File: config.mk
export PLATFORM = sky130hd
export DESIGN_NAME = pbus_strobe_timer
export DESIGN_NICKNAME = d
export VERILOG_FILES = /design/src/rtl/pbus_pkg.sv /design/src/rtl/pbus_field_decode.sv /design/src/rtl/pbus_phase_ctrl.sv /design/src/rtl/pbus_bus_drive.sv /design/src/rtl/pbus_strobe_timer.sv
export SDC_FILE = /design/constraint.sdc
export NUM_CORES = 1
export LEC_CHECK = 0
export BUFFER_PORTS_ARGS = -buffer_cell sky130_fd_sc_hd__buf_2
export CORE_MARGIN = 1.5
export CORE_UTILIZATION = 30
export DETAILED_ROUTE_END_ITERATION = 8
export SLEW_MARGIN = 20
export SYNTH_ARGS = -nofsm -noshare
export SYNTH_HDL_FRONTEND = slang
export SYNTH_HIERARCHICAL = 1
export SYNTH_SLANG_ARGS = --single-unit
File: constraint.sdc
create_clock -name clk -period 4.9 [get_ports clk]
set_input_delay 0.98 -clock clk [delete_from_list [all_inputs] [get_ports clk]]
set_output_delay 0.98 -clock clk [all_outputs]
set_load 0.05 [all_outputs]
File: src/rtl/pbus_pkg.sv
package pbus_pkg;
  localparam int CFG_W = 32;
  localparam int SU_W  = 5;
  localparam int ST_W  = 6;
  localparam int HD_W  = 4;
  localparam int TA_W  = 2;
  localparam int CNT_W = (ST_W > SU_W) ? ST_W : SU_W;

  // field positions: the layout of the configuration word is fixed
  localparam int WSU_LSB = 27;
  localparam int WST_LSB = 21;
  localparam int WHD_LSB = 17;
  localparam int RSU_LSB = 12;
  localparam int RST_LSB = 6;
  localparam int RHD_LSB = 2;
  localparam int TA_LSB  = 0;

  typedef enum logic [2:0] {
    PH_IDLE,
    PH_WAIT,
    PH_SETUP,
    PH_STROBE,
    PH_HOLD
  } phase_e;

  typedef struct packed {
    logic [SU_W-1:0] su;
    logic [ST_W-1:0] st;
    logic [HD_W-1:0] hd;
    logic [TA_W-1:0] ta;
  } timing_t;
endpackage

File: src/rtl/pbus_field_decode.sv
module pbus_field_decode
  import pbus_pkg::*;
#(
  parameter int SU_LSB = RSU_LSB,
  parameter int ST_LSB = RST_LSB,
  parameter int HD_LSB = RHD_LSB
) (
  input  logic [CFG_W-1:0] cfg_word,
  output timing_t          timing
);
  logic [ST_W-1:0] st_raw;
  logic [HD_W-1:0] hd_raw;

  always_comb begin
    st_raw    = cfg_word[ST_LSB +: ST_W];
    hd_raw    = cfg_word[HD_LSB +: HD_W];
    timing.su = cfg_word[SU_LSB +: SU_W];
    // zero strobe or hold counts are floored to one cycle
    timing.st = (st_raw == '0) ? ST_W'(1) : st_raw;
    timing.hd = (hd_raw == '0) ? HD_W'(1) : hd_raw;
    timing.ta = cfg_word[TA_LSB +: TA_W];
  end
endmodule

File: src/rtl/pbus_phase_ctrl.sv
module pbus_phase_ctrl
  import pbus_pkg::*;
(
  input  logic    clk,
  input  logic    rst_n,
  input  logic    cmd_valid,
  input  logic    cmd_write,
  input  timing_t t_sel,
  output logic    cmd_ready,
  output logic    accept,
  output phase_e  phase,
  output logic    is_wr,
  output logic    strobe_last,
  output logic    hold_last
);
  phase_e             phase_q;
  logic [CNT_W-1:0]   cnt_q;
  logic [TA_W-1:0]    gap_q;
  logic               last_wr_q;
  logic               wr_q;
  timing_t            lat_q;

  timing_t            src;
  phase_e             first_ph;
  logic [CNT_W-1:0]   first_cnt;

  // a write just finished still owes its turnaround before any new command
  assign cmd_ready   = (phase_q == PH_IDLE) && !(last_wr_q && (gap_q != '0));
  assign accept      = cmd_valid && cmd_ready;
  assign phase       = phase_q;
  assign is_wr       = wr_q;
  assign strobe_last = (phase_q == PH_STROBE) && (cnt_q == '0);
  assign hold_last   = (phase_q == PH_HOLD) && (cnt_q == '0);

  always_comb begin
    src = (phase_q == PH_IDLE) ? t_sel : lat_q;
    if (src.su != '0) begin
      first_ph  = PH_SETUP;
      first_cnt = CNT_W'(src.su) - CNT_W'(1);
    end else begin
      first_ph  = PH_STROBE;
      first_cnt = CNT_W'(src.st) - CNT_W'(1);
    end
  end

  always_ff @(posedge clk) begin
    if (!rst_n) begin
      phase_q   <= PH_IDLE;
      cnt_q     <= '0;
      gap_q     <= '0;
      last_wr_q <= 1'b0;
      wr_q      <= 1'b0;
      lat_q     <= '0;
    end else begin
      unique case (phase_q)
        PH_IDLE: begin
          if (gap_q != '0) gap_q <= gap_q - TA_W'(1);
          if (accept) begin
            lat_q <= t_sel;
            wr_q  <= cmd_write;
            if (cmd_write && (gap_q != '0)) begin
              phase_q <= PH_WAIT;
            end else begin
              phase_q <= first_ph;
              cnt_q   <= first_cnt;
            end
          end
        end
        PH_WAIT: begin
          if (gap_q == '0) begin
            phase_q <= first_ph;
            cnt_q   <= first_cnt;
          end else begin
            gap_q <= gap_q - TA_W'(1);
          end
        end
        PH_SETUP: begin
          if (cnt_q == '0) begin
            phase_q <= PH_STROBE;
            cnt_q   <= CNT_W'(lat_q.st) - CNT_W'(1);
          end else begin
            cnt_q <= cnt_q - CNT_W'(1);
          end
        end
        PH_STROBE: begin
          if (cnt_q == '0) begin
            phase_q <= PH_HOLD;
            cnt_q   <= CNT_W'(lat_q.hd) - CNT_W'(1);
          end else begin
            cnt_q <= cnt_q - CNT_W'(1);
          end
        end
        PH_HOLD: begin
          if (cnt_q == '0) begin
            phase_q   <= PH_IDLE;
            gap_q     <= lat_q.ta;
            last_wr_q <= wr_q;
          end else begin
            cnt_q <= cnt_q - CNT_W'(1);
          end
        end
        default: phase_q <= PH_IDLE;
      endcase
    end
  end

  // latched timing is frozen while an access runs
  p_cfg_frozen_r11: assert property (@(posedge clk) disable iff (!rst_n)
    (phase_q != PH_IDLE && $past(phase_q) != PH_IDLE) |-> $stable(lat_q));

  // only a write that follows a read waits out the turnaround after acceptance
  p_wait_after_read_r6: assert property (@(posedge clk) disable iff (!rst_n)
    (phase_q == PH_WAIT) |-> (wr_q && !last_wr_q));

  // a read taken after a read starts at once
  p_read_skip_r7: assert property (@(posedge clk) disable iff (!rst_n)
    (phase_q == PH_IDLE && !last_wr_q && accept && !cmd_write)
      |=> (phase_q == PH_SETUP || phase_q == PH_STROBE));
endmodule

File: src/rtl/pbus_bus_drive.sv
module pbus_bus_drive
  import pbus_pkg::*;
#(
  parameter int DATA_W = 16
) (
  input  logic              clk,
  input  logic              rst_n,
  input  logic              accept,
  input  logic [DATA_W-1:0] cmd_wdata,
  input  phase_e            phase,
  input  logic              is_wr,
  input  logic              strobe_last,
  input  logic              hold_last,
  input  logic [DATA_W-1:0] bus_din,
  output logic              bus_cs_n,
  output logic              bus_dir,
  output logic              bus_oe,
  output logic              bus_rd_n,
  output logic              bus_wr_n,
  output logic [DATA_W-1:0] bus_dout,
  output logic              rsp_valid,
  output logic [DATA_W-1:0] rsp_rdata,
  output logic              wr_done
);
  logic              active;
  logic              strobing;
  logic [DATA_W-1:0] wdata_q;

  assign active   = (phase == PH_SETUP) || (phase == PH_STROBE) || (phase == PH_HOLD);
  assign strobing = (phase == PH_STROBE);
  assign bus_cs_n = !active;
  assign bus_dir  = active && !is_wr;
  assign bus_oe   = active && is_wr;
  assign bus_rd_n = !(strobing && !is_wr);
  assign bus_wr_n = !(strobing && is_wr);
  assign bus_dout = wdata_q;

  always_ff @(posedge clk) begin
    if (!rst_n) begin
      wdata_q   <= '0;
      rsp_valid <= 1'b0;
      rsp_rdata <= '0;
      wr_done   <= 1'b0;
    end else begin
      if (accept) wdata_q <= cmd_wdata;
      rsp_valid <= strobe_last && !is_wr;
      if (strobe_last && !is_wr) rsp_rdata <= bus_din;
      wr_done <= hold_last && is_wr;
    end
  end

  // a strobe is only ever low inside chip select
  p_strobe_in_cs_r3: assert property (@(posedge clk) disable iff (!rst_n)
    (!bus_rd_n || !bus_wr_n) |-> !bus_cs_n);

  // output enable never coincides with a read
  p_oe_write_only_r8: assert property (@(posedge clk) disable iff (!rst_n)
    bus_oe |-> (!bus_dir && bus_rd_n));

  // control and data steady throughout chip select
  p_steady_in_cs_r4: assert property (@(posedge clk) disable iff (!rst_n)
    (!bus_cs_n && $past(!bus_cs_n)) |-> ($stable(bus_dir) && $stable(bus_oe) && $stable(bus_dout)));

  // response appears in the cycle right after the read strobe
  p_rsp_after_strobe_r9: assert property (@(posedge clk) disable iff (!rst_n)
    rsp_valid |-> (bus_rd_n && !bus_cs_n && $past(!bus_rd_n)));

  // write done follows the last hold cycle of a write
  p_done_after_hold_r10: assert property (@(posedge clk) disable iff (!rst_n)
    wr_done |-> (bus_cs_n && $past(!bus_cs_n && bus_oe)));
endmodule

File: src/rtl/pbus_strobe_timer.sv
module pbus_strobe_timer
  import pbus_pkg::*;
#(
  parameter int DATA_W = 16
) (
  input  logic              clk,
  input  logic              rst_n,
  input  logic [CFG_W-1:0]  cfg_word,
  input  logic              cmd_valid,
  output logic              cmd_ready,
  input  logic              cmd_write,
  input  logic [DATA_W-1:0] cmd_wdata,
  output logic              rsp_valid,
  output logic [DATA_W-1:0] rsp_rdata,
  output logic              wr_done,
  output logic              bus_cs_n,
  output logic              bus_dir,
  output logic              bus_oe,
  output logic              bus_rd_n,
  output logic              bus_wr_n,
  output logic [DATA_W-1:0] bus_dout,
  input  logic [DATA_W-1:0] bus_din
);
  localparam int N_SIDES = 2; // index 0 = read fields, 1 = write fields

  timing_t side_t [N_SIDES];
  timing_t t_sel;
  phase_e  phase;
  logic    accept;
  logic    is_wr;
  logic    strobe_last;
  logic    hold_last;

  for (genvar g = 0; g < N_SIDES; g++) begin : g_side
    pbus_field_decode #(
      .SU_LSB((g == 1) ? WSU_LSB : RSU_LSB),
      .ST_LSB((g == 1) ? WST_LSB : RST_LSB),
      .HD_LSB((g == 1) ? WHD_LSB : RHD_LSB)
    ) u_dec (
      .cfg_word(cfg_word),
      .timing  (side_t[g])
    );
  end

  assign t_sel = cmd_write ? side_t[1] : side_t[0];

  pbus_phase_ctrl u_ctrl (
    .clk        (clk),
    .rst_n      (rst_n),
    .cmd_valid  (cmd_valid),
    .cmd_write  (cmd_write),
    .t_sel      (t_sel),
    .cmd_ready  (cmd_ready),
    .accept     (accept),
    .phase      (phase),
    .is_wr      (is_wr),
    .strobe_last(strobe_last),
    .hold_last  (hold_last)
  );

  pbus_bus_drive #(.DATA_W(DATA_W)) u_drive (
    .clk        (clk),
    .rst_n      (rst_n),
    .accept     (accept),
    .cmd_wdata  (cmd_wdata),
    .phase      (phase),
    .is_wr      (is_wr),
    .strobe_last(strobe_last),
    .hold_last  (hold_last),
    .bus_din    (bus_din),
    .bus_cs_n   (bus_cs_n),
    .bus_dir    (bus_dir),
    .bus_oe     (bus_oe),
    .bus_rd_n   (bus_rd_n),
    .bus_wr_n   (bus_wr_n),
    .bus_dout   (bus_dout),
    .rsp_valid  (rsp_valid),
    .rsp_rdata  (rsp_rdata),
    .wr_done    (wr_done)
  );

  // no new command can be taken while chip select is active
  p_busy_not_ready_r12: assert property (@(posedge clk) disable iff (!rst_n)
    !bus_cs_n |-> !cmd_ready);
endmodule

**After elaboration in Yosys (flattened, before gate mapping)**

Cells that the tools add are included.

- Add/sub/neg operators: 6
- Reduce and logical (&&, ||, !) cells: 35
- Multiplexer cells: 26
- Equal/unequal tests: 13

Operators by type and width:

| cell | number |
|---|---|
| $mux 6 | 9 |
| $mux 17 | 2 |
| $pmux 6 s5 | 1 |
| $logic_not 6->1 | 3 |
| $sub 6x1->6 const B | 3 |
| $mux 3 | 5 |
| $pmux 3 s5 | 1 |
| $ne 2x2->1 const B | 7 |
| $logic_and 1x1->1 | 12 |
| $reduce_and 5->1 | 2 |
| $reduce_bool 5->1 | 2 |
| $logic_not 4->1 | 2 |
| $mux 2 | 4 |
| $mux 4 | 2 |
| $eq 3x2->1 const B | 2 |
| $pmux 2 s3 | 1 |
| $sub 5x1->6 const B | 1 |
| $logic_not 1->1 | 5 |
| $sub 4x1->5 const B | 1 |
| $ne 2x1->1 const B | 2 |
| $reduce_and 2->1 | 2 |
| $reduce_and 4->1 | 1 |
| $eq 3x1->1 const B | 1 |
| $eq 3x3->1 const B | 1 |
| other kinds (7) | 8 |

- Register bits: 64
- Output and inout port bits: 40
- Logic and storage cells: 93
- Bits of input ports: 68

**Depth between registers and ports, before layout**

Gate-level depths: netlist (run 1).

- Word-level depth: 9
- Gate-level depth with buffers: 12
- Depth with buffers taken out: 11

**By module**

The synthesis (run 1) kept the hierarchy.

Modules (own cells, without submodules):

| module | area each (um^2) | cells each | instances | sequential area each (um^2) |
|---|---|---|---|---|
| pbus_phase_ctrl | 2,078.2 | 280 | 1 | 600.6 |
| pbus_bus_drive | 1,365.1 | 134 | 1 | 680.7 |
| pbus_strobe_timer | 260.2 | 19 | 1 | 0.0 |
| pbus_field_decode | 115.1 | 19 | 2 | 0.0 |

**Least setup slack after synthesis (run 1)**

No wires, ideal clock.

- Path kind: input to register
- Start: input cmd_write
- End: register u_ctrl.cnt_q[5]
- Stages: 9
- Buffers on the path: 2
- Arrival time: 2.761 ns
- Slack: 2.018 ns
- Path through: buf_6 buf_12 mux2_4 or2_2 a2111oi_2 o22ai_1 nor3_1 xnor2_1 a2bb2oi_2

RTL lines:

| what | line | RTL |
|---|---|---|
| start: declaration | pbus_strobe_timer.sv:11 | `input logic cmd_write,` |
| end signal: assignment | pbus_phase_ctrl.sv:65 | `cnt_q <= first_cnt;` |
| end signal: assignment | pbus_phase_ctrl.sv:72 | `cnt_q <= first_cnt;` |
| end signal: assignment | pbus_phase_ctrl.sv:80 | `cnt_q <= CNT_W'(lat_q.st) - CNT_W'(1);` |
| end: declaration | pbus_phase_ctrl.sv:17 | `logic [CNT_W-1:0] cnt_q;` |

**Worst setup path after layout (run 1)**

- Start: register u_ctrl.phase_q[0], in the netlist u_ctrl/phase[0]
- End: register u_drive.wdata_q[12], in the netlist u_drive/bus_dout[12]

- Longest elaborated chain between the ends: 3

Ends and longest elaborated chain:

| what | line | RTL |
|---|---|---|
| start: declaration | pbus_phase_ctrl.sv:16 | `phase_e phase_q;` |
| start signal: assignment | pbus_phase_ctrl.sv:64 | `phase_q <= first_ph;` |
| start signal: assignment | pbus_phase_ctrl.sv:71 | `phase_q <= first_ph;` |
| $logic_not 3->1 | pbus_phase_ctrl.sv:28 | `assign cmd_ready = (phase_q == PH_IDLE) && !(last_wr_q && (gap_q != '0));` |
| $logic_and 1x1->1 | pbus_phase_ctrl.sv:28 |  |
| $logic_and 1x1->1 | pbus_phase_ctrl.sv:29 | `assign accept = cmd_valid && cmd_ready;` |
| net accept | pbus_strobe_timer.sv:29 | `logic accept;` |
| end signal: assignment | pbus_bus_drive.sv:45 | `if (accept) wdata_q <= cmd_wdata;` |
| end: declaration | pbus_bus_drive.sv:27 | `logic [DATA_W-1:0] wdata_q;` |

The timed path passes the listed nets, and every way through them passes these cells.
A chain may end at the register's enable or synchronous reset.

==> summary.md, run 1 <==
| Metric | Value |
|---|---|
| Outcome | `finished clean` |
| Clock Power Share | `25.9%` |
| Final #Nets | `611` |
| GRT Resource Usage Total | `14.0%` |
| Antenna Nets Post-Route | `0` |
| Ant diodes | `0` |
| Final setup TNS | `0 ns` |
| GPL Wtd Cong | `0.889` |
| Initial antenna violation count | `0` |
| Worst slew margin relative to its limit | `27.5%` |
| H-tree depth | `3` |
| Yosys top cell by area | `dfxtp_1` |
| Remaining Overflow, GRT | `0` |
| Pin count of the biggest net entering global routing | `38` |
| RSZ-0062 raised after global routing | `no` |
| Core area | `12700 sq um` |
| CTS Buf Count | `9` |
| Die height | `118 microns` |
| Worst slew pin tran | `1.08 ns` |
| Share of flip-flops with an asynchronous set or reset | `0%` |
| Commonest cells post-synth | `82 x nand2_1, 64 x dfxtp_1, 35 x mux2i_1, 33 x a21oi_1` |
| Fillers | `1338` |
| Clk buf depth | `2` |
| Top-count cell post-synth | `nand2_1` |
| Int Pwr | `1.44 mW` |
| PostCTS Resize Cnt | `0` |
| Area Overhead vs Synth | `18.3%` |
| CP required | `5.11 ns` |
| Synth top area share | `32.6%` |
| Vias/cell | `4.86` |
| Synth Flop Type | `dfxtp_1` |
| First-pass GRT wire length | `15800 microns` |
| Vias in the first global route | `3457` |
| Worst path arrival time | `3.33 ns` |
| Crit share post-route | `63.8%` |
| Worst-path fanout max | `24` |
| Crit path kind | `flip-flop to flip-flop` |
| Slowest-stage cell, CP | `nor3_2` |
| Root Driver | `clkbuf_16` |
| Switching portion of total power | `41.6%` |
| FF+latch count, synth | `64` |
| Final hold vios | `0` |
| Pwr dens | `531 nW/um^2` |
| Mapped Cells | `471` |
| Starting Density | `30.9%` |
| Fmax | `320 MHz` |
| Inst Count DP | `698` |
| IO Port Bufs | `107` |
| Crit path time final | `3.12 ns` |
| Netlist cell types | `68` |
| IO Pins | `108` |
| Clk slew on worst S/H paths | `0.05 ns` |
| Clock tree sinks | `64` |
| Final WL | `9550 microns` |
| Worst vdd ir | `0.157 mV` |
| CP cell instances | `nor3_2, nand3_2, clkinv_1, buf_4, mux2i_1, nor2b_1` |
| Setup Skew | `0.0105 ns` |
| P_leak | `1.95 nW` |
| Startpoint class of the critical path | `flip-flop` |
| Syn avg cell area | `8.35 sq um` |
| Mapped cell area | `3930 sq um` |
| Syn_nets | `545` |
| Post-Layout Cell Count | `714` |
| Iteration-0 DRC Markers | `150` |
| Worst-Skew Late Latency | `0.33 ns` |
| EDFF count, synth | `0` |
| Final setup viols | `0` |
| Layout cell share with drive strength beyond 1 | `29.3%` |
| Total die area | `13800 sq um` |
| Final Slew Violations | `0` |
| Synth area leaders | `dfxtp_1 33%, mux2i_1 8.9%, nand2_1 7.8%, a21oi_1 4.2%, mux2_4 3.8%` |
| Max-cap viol count | `0` |
| # Post-CTS Setup Buffers | `0` |
| Die Width | `118 microns` |
| Max incr delay on CP | `0.74 ns` |
| Switching power | `1.03 mW` |
| Reg power frac | `29.5%` |
| Combinational power share | `44.6%` |
| Hold crit path type | `flip-flop to flip-flop` |
| Rows | `41` |
| TritonCTS clock tree | `built` |
| Hold_buf cts | `0` |
| CP Capture Type | `flip-flop` |
| DRC Markers | `0` |
| Routed vias | `3469` |
| WL/cell | `13.4 microns` |
| Register area share after synthesis | `32.6%` |
| Post-DP HPWL | `7150 microns` |
| Number of iterations in the first detailed-routing pass | `4` |
| Synth Warn # | `6` |
## power groups by stage
stage	Sequential, mW	Combinational [mW]	Clock [mW]
finish	0.728	1.10	0.640
global route	0.745	1.20	0.683
CTS	0.727	1.10	0.656
detailed placement	0.738	1.09	0
global placement	0.732	1.07	0
floorplan	0.795	0.819	0
## cell type report
cell class | count | area (sq um) | share of cell area [%]
Multi-Input combinational cell | 334 | 2230 | 48.0
Sequential cell | 64 | 1280 | 27.5
Timing Repair Buffer | 110 | 558 | 12.0
Clock buffer | 11 | 243 | 5.22
Tap cell | 172 | 215 | 4.62
Inverter | 18 | 67.6 | 1.45
Clock inverter | 5 | 56.3 | 1.21
## path summary, 6_finish.rpt
| path | to | cells after the start | from | slack (ns) |
|---|---|---|---|---|
| hold reg to reg | u_drive/rsp_rdata[7] | 2 | u_drive/rsp_rdata[7] | 0.45 |
| setup reg to reg | u_drive/bus_dout[12] | 6 | u_ctrl/phase[0] | 1.78 |
| hold / removal | u_drive/rsp_rdata[7] | 2 | u_drive/rsp_rdata[7] | 0.45 |
| setup / recovery | u_drive/bus_dout[12] | 6 | u_ctrl/phase[0] | 1.78 |
## sequential cells by signal (all words and copies together) (netlist names)
signal / count
u_ctrl/lat_q: 17
u_drive/bus_dout: 16
u_drive/rsp_rdata: 16
u_ctrl/cnt_q: 6
u_ctrl/phase: 3
u_ctrl/gap_q: 2
u_ctrl/is_wr: 1
u_ctrl/last_wr_q: 1
u_drive/rsp_valid: 1
u_drive/wr_done: 1
## worst max-delay path, delay by kind of cell, from the launching register on
kind / cells / cell delay (ns)
AND/OR/NAND/NOR: 3 / 1.35
buffers and inverters: 2 / 0.81
multiplexers: 1 / 0.28
flip-flops: 1 / 0.56
## cells by family (layout without fill, tap and decap cells)
kind of cell	Yosys count	count (layout)	synth area share [%]
XOR/XNOR	12	12	2.67
flip-flops	64	64	32.6
AO/OA/AOI/OAI	89	89	15.0
multiplexers	52	52	14.7
buffers and inverters	73	144	10.7
AND/OR/NAND/NOR	175	175	22.4
adder cells (fa/ha/maj)	6	6	1.91
## cells in the final DEF (no fill, tap or decap), types with 3 or more instances in the layout
cell type,synthesis,routed
buf_2,7,107
nand2_1,82,82
dfxtp_1,64,64
mux2i_1,35,35
a21oi_1,33,33
nor2b_1,22,21
nor2_1,17,17
inv_1,17,17
nor3_1,13,13
o21ai_0,11,11
mux2_4,10,10
clkbuf_16,0,9
mux2_2,7,7
a31oi_1,6,6
xnor2_1,6,6
xor2_1,6,6
ha_1,6,6
a311oi_1,5,5
nand2b_1,5,5
or2_2,4,4
or4_1,3,3
o21bai_1,3,3
buf_4,15,3
and2_1,3,3
and3_1,3,3
nand3_1,3,3
nor3b_1,3,3
o31ai_1,3,3
a211oi_1,3,3
o2111ai_1,3,3
## per-stage QoR
stage	util [%]	total power [mW]	hold slack [ns]	setup WS [ns]	area, sq um
after floorplan	-	1.61	0.437	2.02	3930
after global placement	34.2	1.80	0.440	1.59	4360
after detailed placement	34.2	1.83	0.451	1.52	4360
after CTS	36.6	2.48	0.458	1.82	4650
after global routing	36.6	2.63	0.476	1.56	4650
final	36.6	2.47	0.453	1.78	4650
## per-layer routing
metal | vias up | share of wire [%] | global-route usage (%)
li1 | 1733 | - | -
met3 | 18 | 6.8 | 3.25
met2 | 128 | 46 | 23.8
met1 | 1590 | 46 | 16.9
met5 | - | 0 | 0
met4 | 0 | 2.0 | 6.17
Note: power is estimated with default switching activity, not from simulation.
==> inputs of run 2 (changes only) <==
==> constraint.sdc (replaced) <==
create_clock -name clk -period 3.2 [get_ports clk]
set_input_delay 0.64 -clock clk [delete_from_list [all_inputs] [get_ports clk]]
set_output_delay 0.64 -clock clk [all_outputs]
set_load 0.05 [all_outputs]
==> run 2 against run 1 <==
- total power rose by 60%
- largest cell class unchanged
- setup slack got worse by 1.2 ns
- cell count rose by 0.84%
- critical path depth rose by 5
- critical endpoint is now u_ctrl/cnt_q[4]
- register-to-register slack got worse by 1.0 ns
- routed wire length fell by 0.63%
- final area rose by 2.0%
- sequential power rose by 51%
==> summary.md, run 2 (synthesized netlist as in run 1, its figures left out) <==
| Metric | Value |
|---|---|
| Initial antenna violation count | `0 (unchanged)` |
| Startpoint class of the critical path | `input pin` |
| Routed vias | `3486 (+0.49%)` |
| Post-DP HPWL | `7140 microns (-0.12%)` |
| Outcome | `finished clean` |
| CP Capture Type | `flip-flop` |
| Final #Nets | `617 (+0.98%)` |
| Die height | `118 microns (unchanged)` |
| Placed cell areas | `4400 sq um (+1.0%)` |
| R2r worst-path depth | `9 (+3)` |
| CTS Buf Count | `9 (unchanged)` |
| Crit path time final | `2.63 ns` |
| Number of iterations in the first detailed-routing pass | `6 (+2)` |
| Hold_buf cts | `0 (unchanged)` |
| Final Slew Violations | `0 (unchanged)` |
| Crit path kind | `input pin to flip-flop` |
| TritonCTS clock tree | `built` |
| Ant diodes | `0 (unchanged)` |
| GPL Wtd Cong | `0.963 (+8.3%)` |
| Final setup TNS | `0 ns (unchanged)` |
| Area Overhead vs Synth | `20.7%` |
| Clock tree sinks | `64 (unchanged)` |
| # Post-CTS Setup Buffers | `0 (unchanged)` |
| Iteration-0 DRC Markers | `222 (+48%)` |
| GRT Resource Usage Total | `13.7% (-0.28 points)` |
| Antenna Nets Post-Route | `0 (unchanged)` |
| Final setup viols | `0 (unchanged)` |
| Pin count of the biggest net entering global routing | `49 (+29%)` |
| DP Worst Slack | `0.239 ns (-1.28 ns)` |
| Final hold vios | `0 (unchanged)` |
| Total die area | `13800 sq um (unchanged)` |
| Worst slew margin relative to its limit | `52.2% (+25 points)` |
| Clk slew on worst S/H paths | `0.05 ns (about the same)` |
| Most common cell after layout, fill and taps aside | `buf_2` |
| Final WL | `9490 microns (-0.63%)` |
| Layout cell share with drive strength beyond 1 | `30.1% (+0.77 points)` |
| Post-route cell area | `4750 sq um (+2.0%)` |
| Vias in the first global route | `3363 (-2.7%)` |
| Rows | `41 (unchanged)` |
| First-pass GRT wire length | `15500 microns (-2.2%)` |
| WL/cell | `13.2 microns (-1.5%)` |
| Worst slew pin tran | `0.713 ns (-0.370 ns)` |
| IO Pins | `108 (unchanged)` |
| Root Driver | `clkbuf_16` |
| Fmax | `381 MHz` |
| DRC Markers | `0 (unchanged)` |
| Die Width | `118 microns (unchanged)` |
| Core area | `12700 sq um (unchanged)` |
| Final Worst Setup Slack | `0.574 ns (-1.20 ns)` |
| Remaining Overflow, GRT | `0 (unchanged)` |
| CP required | `3.46 ns (-1.65 ns)` |
| Vias/cell | `4.84 (-0.35%)` |
| Hold crit path type | `flip-flop to flip-flop` |
| Pwr dens | `831 nW/um^2 (+57%)` |
| Worst vdd ir | `0.307 mV (+96%)` |
| Worst-path fanout max | `12 (-50%)` |
| Worst-Skew Late Latency | `0.33 ns (about the same)` |
| Max-cap viol count | `0 (unchanged)` |
| Worst path arrival time | `2.88 ns (-0.45 ns)` |
| Clk buf depth | `2 (unchanged)` |
| Commonest cells after routing, fill and taps aside | `107 x buf_2, 82 x nand2_1, 64 x dfxtp_1` |
| WHS Path Cells | `2 (unchanged)` |
| Largest register FFs | `17 (unchanged)` |
| H-tree depth | `3 (unchanged)` |
| Largest register by flop count | `u_ctrl/lat_q` |
| RSZ-0062 raised after global routing | `no` |
| Setup Skew | `0.00534 ns (-0.00512 ns)` |
| Overall Power | `3.95 mW (+60%)` |
| Starting Density | `30.9% (unchanged)` |
| IO Port Bufs | `107 (unchanged)` |
| PostCTS Resize Cnt | `0 (unchanged)` |
| Crit share post-route | `82.1%` |
| P_leak | `2.01 nW (+2.8%)` |
-- run 2: cell count changes in the layout (fill, tap and decap cells not counted), sizes merged --
cell / change
clkinv: -1
bufinv: +2
clkinvlp: -1
buf: +6
-- run 2: cell type report --
type | count | area, sq um
tap | 172 | 215
timing repair buffer | 116 | 603
clock buffer | 11 | 243
clock inverter | 5 | 104
multi-input combinational | 334 | 2230
fill | 1329 | 7980
inverter | 18 | 67.6
sequential | 64 | 1280
-- run 2: power breakdown --
group	total, mW	internal [mW]	switching [mW]
sequential	1.10	0.942	0.154
clock	1.13	0.782	0.350
combinational	1.72	0.662	1.06
-- run 2: final timing paths --
check	slack, ns	from	end
worst min register to register	0.45	u_drive/rsp_rdata[5]	u_drive/rsp_rdata[5]
worst max register to register	0.75	u_ctrl/phase[1]	u_ctrl/cnt_q[4]
worst max-delay path	0.57	cmd_write	u_ctrl/cnt_q[4]
worst min-delay path	0.45	u_drive/rsp_rdata[5]	u_drive/rsp_rdata[5]
-- run 2: routing by layer --
metal / routed length, microns / up-vias / GRT usage [%]
li1: - / 1746 / -
met1: 4230 / 1585 / 16.3
met2: 4380 / 138 / 23.0
met3: 668 / 17 / 3.59
met4: 204 / 0 / 6.71
met5: 0 / - / 0
-- run 2: worst max-delay path, cell delays in order --
cell	delay [ns]
buf_2	0.32
mux2_2	0.44
nor2_1	0.21
a311oi_1	0.13
a21oi_1	0.30
inv_1	0.09
ha_1	0.21
o21ai_0	0.10
xor2_1	0.17
nand3_1	0.09
a31oi_1	0.17
-- run 2: through the flow --
step                util, %  cells  hold slack (ns)
floorplan                 -    471            0.437
global placement       34.6    704            0.440
detailed placement     34.6    704            0.446
CTS                    37.3    720            0.455
global route           37.3    720            0.477
finish                 37.3    720            0.450
